$ cat src/rtl/dwx_pkg.sv
`timescale 1ns/1ps
package dwx_pkg;
  localparam int unsigned DW = 64;
  localparam logic [1:0] SZ_64 = 2'd3;
  localparam logic [DW-1:0] CTRL_RST = 64'h0000_0021_0010_0000;
  typedef enum logic [1:0] {ST_IDLE, ST_MREQ, ST_MWAIT, ST_RESP} xl_state_e;
endpackage

$ cat src/rtl/dwx_regs.sv
`timescale 1ns/1ps
module dwx_regs
  import dwx_pkg::*;
#(
  parameter int unsigned NUM_WIN = 4,
  parameter int unsigned OFF_W   = 12
) (
  input  logic                        clk_i,
  input  logic                        rst_ni,
  input  logic                        req_i,
  input  logic                        we_i,
  input  logic [1:0]                  size_i,
  input  logic [OFF_W-1:0]            offset_i,
  input  logic [DW-1:0]               wdata_i,
  output logic                        ack_o,
  output logic                        err_o,
  output logic [DW-1:0]               rdata_o,
  output logic [NUM_WIN-1:0][DW-1:0]  base_o,
  output logic [NUM_WIN-1:0][DW-1:0]  mask_o,
  output logic [NUM_WIN-1:0][DW-1:0]  tba_o
);
  localparam int IDX_W    = OFF_W - 6;
  localparam int IDX_MASK = NUM_WIN;
  localparam int IDX_TBA  = 2 * NUM_WIN;
  localparam int IDX_CTRL = 3 * NUM_WIN;
  localparam int IDX_ERR  = IDX_CTRL + 1;
  localparam int IDX_EMSK = IDX_CTRL + 2;
  localparam int IDX_INV  = IDX_CTRL + 3;

  logic [IDX_W-1:0] idx;
  logic [DW-1:0]    ctrl_q, rd_val;
  logic             acc_ok;

  assign idx = offset_i[OFF_W-1:6];

  always_comb begin
    acc_ok = 1'b0;
    rd_val = '0;
    for (int w = 0; w < NUM_WIN; w++) begin
      if (int'(idx) == w)            begin acc_ok = 1'b1; rd_val = base_o[w]; end
      if (int'(idx) == IDX_MASK + w) begin acc_ok = 1'b1; rd_val = mask_o[w]; end
      if (int'(idx) == IDX_TBA + w)  begin acc_ok = 1'b1; rd_val = tba_o[w];  end
    end
    if (int'(idx) == IDX_CTRL) begin acc_ok = 1'b1; rd_val = ctrl_q; end
    if (int'(idx) == IDX_ERR)  acc_ok = 1'b1;
    if (int'(idx) == IDX_EMSK) acc_ok = !we_i;
    if (int'(idx) == IDX_INV)  acc_ok = 1'b1;
    if (size_i != SZ_64)       acc_ok = 1'b0;
  end

  always_ff @(posedge clk_i or negedge rst_ni) begin
    if (!rst_ni) begin
      base_o <= '0;
      mask_o <= '0;
      tba_o  <= '0;
      ctrl_q <= CTRL_RST;
    end else if (req_i && we_i && acc_ok) begin
      for (int w = 0; w < NUM_WIN; w++) begin
        if (int'(idx) == w)            base_o[w] <= wdata_i;
        if (int'(idx) == IDX_MASK + w) mask_o[w] <= wdata_i;
        if (int'(idx) == IDX_TBA + w)  tba_o[w]  <= wdata_i;
      end
      if (int'(idx) == IDX_CTRL) ctrl_q <= wdata_i;
    end
  end

  always_ff @(posedge clk_i or negedge rst_ni) begin
    if (!rst_ni) begin
      ack_o   <= 1'b0;
      err_o   <= 1'b0;
      rdata_o <= '0;
    end else begin
      ack_o   <= req_i;
      err_o   <= req_i && !acc_ok;
      rdata_o <= (req_i && acc_ok && !we_i) ? rd_val : '0;
    end
  end
endmodule

$ cat src/rtl/dwx_match.sv
`timescale 1ns/1ps
module dwx_match
  import dwx_pkg::*;
#(
  parameter int unsigned NUM_WIN = 4,
  parameter int unsigned BUS_W   = 32,
  parameter int unsigned DMA_W   = 34
) (
  input  logic [BUS_W-1:0]            addr_i,
  input  logic [NUM_WIN-1:0][DW-1:0]  base_i,
  input  logic [NUM_WIN-1:0][DW-1:0]  mask_i,
  input  logic [NUM_WIN-1:0][DW-1:0]  tba_i,
  output logic                        hit_o,
  output logic                        sg_o,
  output logic [DMA_W-1:0]            direct_o,
  output logic [DW-1:0]               pte_addr_o
);
  logic [DW-1:0]                   addr64;
  logic [NUM_WIN-1:0]              hit_v;
  logic [NUM_WIN-1:0][DMA_W-1:0]   direct_v;
  logic [NUM_WIN-1:0][DW-1:0]      pte_v;

  assign addr64 = DW'(addr_i);

  for (genvar w = 0; w < NUM_WIN; w++) begin : g_win
    logic [11:0]   wm;
    logic [DW-1:0] pass_m, direct_full, tba_clr, ba_m;
    assign wm          = mask_i[w][31:20];
    assign hit_v[w]    = (((addr64[31:20] ^ base_i[w][31:20]) & ~wm) == 12'h0) && base_i[w][0];
    assign pass_m      = {32'h0, wm, 20'hf_ffff};
    assign direct_full = (tba_i[w] & ~pass_m) | (addr64 & pass_m);
    assign direct_v[w] = direct_full[DMA_W-1:0];
    assign tba_clr     = {42'h0, wm, 10'h3ff};
    assign ba_m        = {32'h0, wm, 7'h7f, 13'h0};
    assign pte_v[w]    = (tba_i[w] & ~tba_clr) | ((addr64 & ba_m) >> 10);
  end

  // lowest index wins: scan downward so the last assignment is the winner
  always_comb begin
    hit_o      = 1'b0;
    sg_o       = 1'b0;
    direct_o   = '0;
    pte_addr_o = '0;
    for (int w = NUM_WIN - 1; w >= 0; w--) begin
      if (hit_v[w]) begin
        hit_o      = 1'b1;
        sg_o       = base_i[w][1];
        direct_o   = direct_v[w];
        pte_addr_o = pte_v[w];
      end
    end
  end
endmodule

$ cat src/rtl/dma_window_xlat.sv
`timescale 1ns/1ps
module dma_window_xlat
  import dwx_pkg::*;
#(
  parameter int unsigned NUM_WIN = 4,
  parameter int unsigned OFF_W   = 12,
  parameter int unsigned BUS_W   = 32,
  parameter int unsigned DMA_W   = 34
) (
  input  logic              clk_i,
  input  logic              rst_ni,
  input  logic              reg_req_i,
  input  logic              reg_we_i,
  input  logic [1:0]        reg_size_i,
  input  logic [OFF_W-1:0]  reg_offset_i,
  input  logic [DW-1:0]     reg_wdata_i,
  output logic              reg_ack_o,
  output logic              reg_err_o,
  output logic [DW-1:0]     reg_rdata_o,
  input  logic              xl_valid_i,
  output logic              xl_ready_o,
  input  logic [BUS_W-1:0]  xl_addr_i,
  output logic              out_valid_o,
  output logic [DMA_W-1:0]  out_addr_o,
  output logic              mem_req_o,
  input  logic              mem_gnt_i,
  output logic [DW-1:0]     mem_addr_o,
  input  logic              mem_rvalid_i,
  input  logic [DW-1:0]     mem_rdata_i
);
  localparam int unsigned PG_W = 13;

  logic [NUM_WIN-1:0][DW-1:0] base, mask, tba;
  logic                       hit, sg;
  logic [DMA_W-1:0]           direct;
  logic [DW-1:0]              pte_addr;
  xl_state_e                  state_q;
  logic [PG_W-1:0]            lo_q;
  logic [DMA_W-1:0]           out_q;
  logic [DW-1:0]              maddr_q;

  dwx_regs #(.NUM_WIN(NUM_WIN), .OFF_W(OFF_W)) u_regs (
    .clk_i    (clk_i),
    .rst_ni   (rst_ni),
    .req_i    (reg_req_i),
    .we_i     (reg_we_i),
    .size_i   (reg_size_i),
    .offset_i (reg_offset_i),
    .wdata_i  (reg_wdata_i),
    .ack_o    (reg_ack_o),
    .err_o    (reg_err_o),
    .rdata_o  (reg_rdata_o),
    .base_o   (base),
    .mask_o   (mask),
    .tba_o    (tba)
  );

  dwx_match #(.NUM_WIN(NUM_WIN), .BUS_W(BUS_W), .DMA_W(DMA_W)) u_match (
    .addr_i     (xl_addr_i),
    .base_i     (base),
    .mask_i     (mask),
    .tba_i      (tba),
    .hit_o      (hit),
    .sg_o       (sg),
    .direct_o   (direct),
    .pte_addr_o (pte_addr)
  );

  always_ff @(posedge clk_i or negedge rst_ni) begin
    if (!rst_ni) begin
      state_q <= ST_IDLE;
      lo_q    <= '0;
      out_q   <= '0;
      maddr_q <= '0;
    end else begin
      unique case (state_q)
        ST_IDLE: if (xl_valid_i) begin
          if (hit && sg) begin
            maddr_q <= pte_addr;
            lo_q    <= xl_addr_i[PG_W-1:0];
            state_q <= ST_MREQ;
          end else begin
            out_q   <= hit ? direct : DMA_W'(xl_addr_i);
            state_q <= ST_RESP;
          end
        end
        ST_MREQ:  if (mem_gnt_i) state_q <= ST_MWAIT;
        ST_MWAIT: if (mem_rvalid_i) begin
          out_q   <= {mem_rdata_i[DMA_W-PG_W:1], lo_q};
          state_q <= ST_RESP;
        end
        ST_RESP:  state_q <= ST_IDLE;
        default:  state_q <= ST_IDLE;
      endcase
    end
  end

  assign xl_ready_o  = (state_q == ST_IDLE);
  assign out_valid_o = (state_q == ST_RESP);
  assign out_addr_o  = out_q;
  assign mem_req_o   = (state_q == ST_MREQ);
  assign mem_addr_o  = maddr_q;
endmodule

$ cat config.mk
export PLATFORM = sky130hd
export DESIGN_NAME = dma_window_xlat
export DESIGN_NICKNAME = d
export VERILOG_FILES = /design/src/rtl/dwx_pkg.sv /design/src/rtl/dwx_regs.sv /design/src/rtl/dwx_match.sv /design/src/rtl/dma_window_xlat.sv
export SDC_FILE = /design/constraint.sdc
export NUM_CORES = 2
export LEC_CHECK = 0
export BUFFER_PORTS_ARGS = -buffer_cell sky130_fd_sc_hd__buf_2
export CORE_UTILIZATION = 55
export CTS_CLUSTER_DIAMETER = 60
export CTS_CLUSTER_SIZE = 28
export DETAILED_ROUTE_END_ITERATION = 16
export PLACE_DENSITY = 0.78
export SLEW_MARGIN = 20
export SYNTH_ARGS = -nofsm -noshare
export SYNTH_HDL_FRONTEND = slang
export SYNTH_SLANG_ARGS = --single-unit
$ cat constraint.sdc
create_clock -name clk_i -period 3.1 [get_ports clk_i]
set_clock_uncertainty 0.05 [all_clocks]
set_input_delay 0.62 -clock clk_i [delete_from_list [all_inputs] [get_ports clk_i]]
set_output_delay 0.62 -clock clk_i [all_outputs]
set_load 0.1 [all_outputs]
==> impl_results.md <==
* Outcome: finished, final reports clean
* Clock H-tree levels at 3
* Layout cell share with drive strength beyond 1 at 39.7%
* Avg Vias per Cell at 6.74
* Worst-case clock buffer depth at 3
* All-Layer GR Usage at 35.5%
* Drt pass-1 iters at 7
* Top Family by Delay on Critical Path: compound AO/OA/AOI/OAI gates
* Critical path launch point type: flip-flop
* CP Cell Sequence: xnor2_1 -> o22ai_1 -> or4_4 -> buf_4 -> o2111ai_1 -> buf_12 -> o21ai_0 -> a221o_1 -> a32o_1
* Most common cell after layout, fill and taps aside: dfrtp_1
* Hold Path Class: primary input to flip-flop
* Die Wd at 292 um
* Final Max Slew Viols at 0
* I/O Pins at 348
* Row Count at 106
* Number of synthesized flops with an enable pin at 0
* Worst path max stage delay at 470 ps
* Initial DRC Count at 4194
* Worst VDD drop at 764 uV
* Die height at 292 um
* Aggregate global routing overflow at 0
* Post-Synthesis Cells at 3780
* Initial antenna violation count at 13
* Tmin final at 2980 ps
* Max FO, Critical Path at 7
* Initial Util at 55.4%
* Largest net degree at the start of global routing at 99
* Gpl congestion at 0.992
* R2R setup slack at 120 ps
* Clock Root Buffer: clkbuf_16
* Placement Cell Area at 0.0519 mm2
* Drt drc at 0
* Ys async rst share at 100%
* FMAX at 336 MHz
* Setup crit end kind: flip-flop
* Worst slack at placement at -308 ps
* Antenna Nets Post-Route at 0
* CTS Sinks at 1008
* CP max-delay cell: or4_4
* Global-route wire length before repair at 229000 um
* Vias in the first global route at 36200
* CP arrival at 3450 ps
* Register area share after synthesis at 54.5%
* Leak at 0.0261 uW
* Vias at 35600
* Area of the multi-input gates at 0.0199 mm2
* Seq cells post-synth at 1008
* Latest clock arrival within the worst-skew pair at 660 ps
* Final hold violations at 0
* Syn Std Cell Area at 0.0463 mm2
* WL/cell at 28.8 um
* Distinct cells, synth at 62
* Crit path buffers/inverters at 2
* Slew HR at 42.2%
* Most frequent cells in the layout: 1005 x dfrtp_1, 817 x mux2_2, 292 x buf_2, 251 x buf_4, 187 x o21ai_0
* Clock transition at path regs at 90 ps
* TritonCTS clock tree: done
* CTS Buf Count at 71
* Data required, critical path at 3570 ps
* Core area at 0.0836 mm2
* Final period util at 96.0%
* Layout fillers at 6238
* Register area at 0.0252 mm2
* Hpwl dp at 98400 um
* Most used DFF post-synth: dfrtp_1
* Design area at 0.0546 mm2
* Critical path type: flip-flop to flip-flop
* Endpoints failing setup at 0
* Die ar. at 0.0854 mm2
* Post-Route WL at 152000 um
* Number of buffers added on ports at 295
* Final worst slack at 125 ps
* RSZ-0062 raised after global routing: no
* Max Cap Viol at 0
* Power Density at 535 mW/mm2
* Post-CTS Setup Bufs at 0
* Worst Tran Pin Value at 860 ps
* Synth-to-Final Area Change at 17.8%
* Yosys warnings at 0
* Post-layout nets at 4326
* Syn_area_per_cell at 12.3 um2
-- cells in the mapped netlist, drive strengths merged (17+ instances only) --
master,count,area share [%]
mux2i,174,3.8
o21ai,207,2.2
o22ai,96,1.3
a222oi,17,0.37
o221ai,63,1.2
xnor2,45,0.85
nand3,21,0.23
a31oi,48,0.65
a21oi,181,2.0
mux2,837,21
a22oi,139,2.3
a221oi,61,1.2
clkbuf,291,2.4
inv,24,0.19
nand2,159,1.3
dfrtp,1005,54
nor3,41,0.46
buf,67,0.72
a221o,51,1.1
nor2,150,1.2
-- per-stage QoR --
step | total power [uW] | utilization, % | setup TNS (ps) | instances | hold slack, ps
3_5_place_dp | 18600 | 62.1 | -25170 | 5147 | 416
5_1_grt | 30000 | 65.3 | 0 | 5281 | 68.9
4_1_cts | 29200 | 65.3 | 0 | 5279 | 52.8
3_3_place_gp | 18500 | 62.1 | -22750 | 5147 | 406
2_1_floorplan | 17100 | - | 0 | 3782 | 274
6_report | 29200 | 65.3 | 0 | 5284 | 79.3
-- registers in the layout (all words and copies together), names as in the netlist --
name	cells
lo_q	13
u_regs.ack_o	1
out_addr_o	34
u_regs.err_o	1
mem_addr_o	61
u_regs.tba_o	256
u_regs.base_o	256
u_regs.mask_o	256
state_q	2
u_regs.ctrl_q	64
u_regs.rdata_o	64
-- layer usage --
layer | vias to the layer above | GRT usage, % | part of all wire (%)
li1 | 14700 | - | -
met1 | 18100 | 46.7 | 39
met2 | 2145 | 55.6 | 46
met3 | 611 | 7.96 | 10
met4 | 20 | 17.8 | 5.6
met5 | - | 0 | 0.091
-- where the power goes --
group	switching, uW	total, uW	internal (uW)
Sequential	198	13700	13500
Combinational	3540	4660	1120
Clock	5600	10800	5240
-- path summary, 6_finish.rpt --
check                                         from                 end  cells after the start
worst max-delay path            u_regs.base_o[221]      out_addr_o[27]                      9
worst min-delay path                     reg_req_i        u_regs.ack_o                      1
worst max register to register  u_regs.base_o[221]      out_addr_o[27]                      9
worst min register to register      mem_addr_o[33]      mem_addr_o[33]                      2
max in group asynchronous                   rst_ni   u_regs.ctrl_q[32]                      4
min in group asynchronous                   rst_ni  u_regs.rdata_o[19]                      2
-- cell type report --
class                           count  area share (%)
Clock inverter                     55            1.51
Inverter                           24           0.165
Clock buffer                       76            3.42
Antenna cell                        5          0.0229
Sequential cell                  1008            46.2
Timing Repair Buffer              644            9.79
Tap cell                         1080            2.48
Multi-Input combinational cell   2392            36.4
-- cell families after synthesis --
logic type | count (synthesis) | synth area share, %
buf+inv | 382 | 3.27
compound gates | 911 | 13.1
simple gates | 415 | 3.86
mux | 1011 | 24.3
fa+ha+maj | 4 | 0.108
other cells | 1 | 0.00809
xor+xnor | 48 | 0.907
flops | 1008 | 54.5
-- what timing repair did --
item,CTS,global route
endpoints found under the hold margin,21,0
hold buffers,1,0
endpoints found under the setup margin,0,90
resized for setup,0,2
No activity file was read; power rests on OpenSTA's default activity.
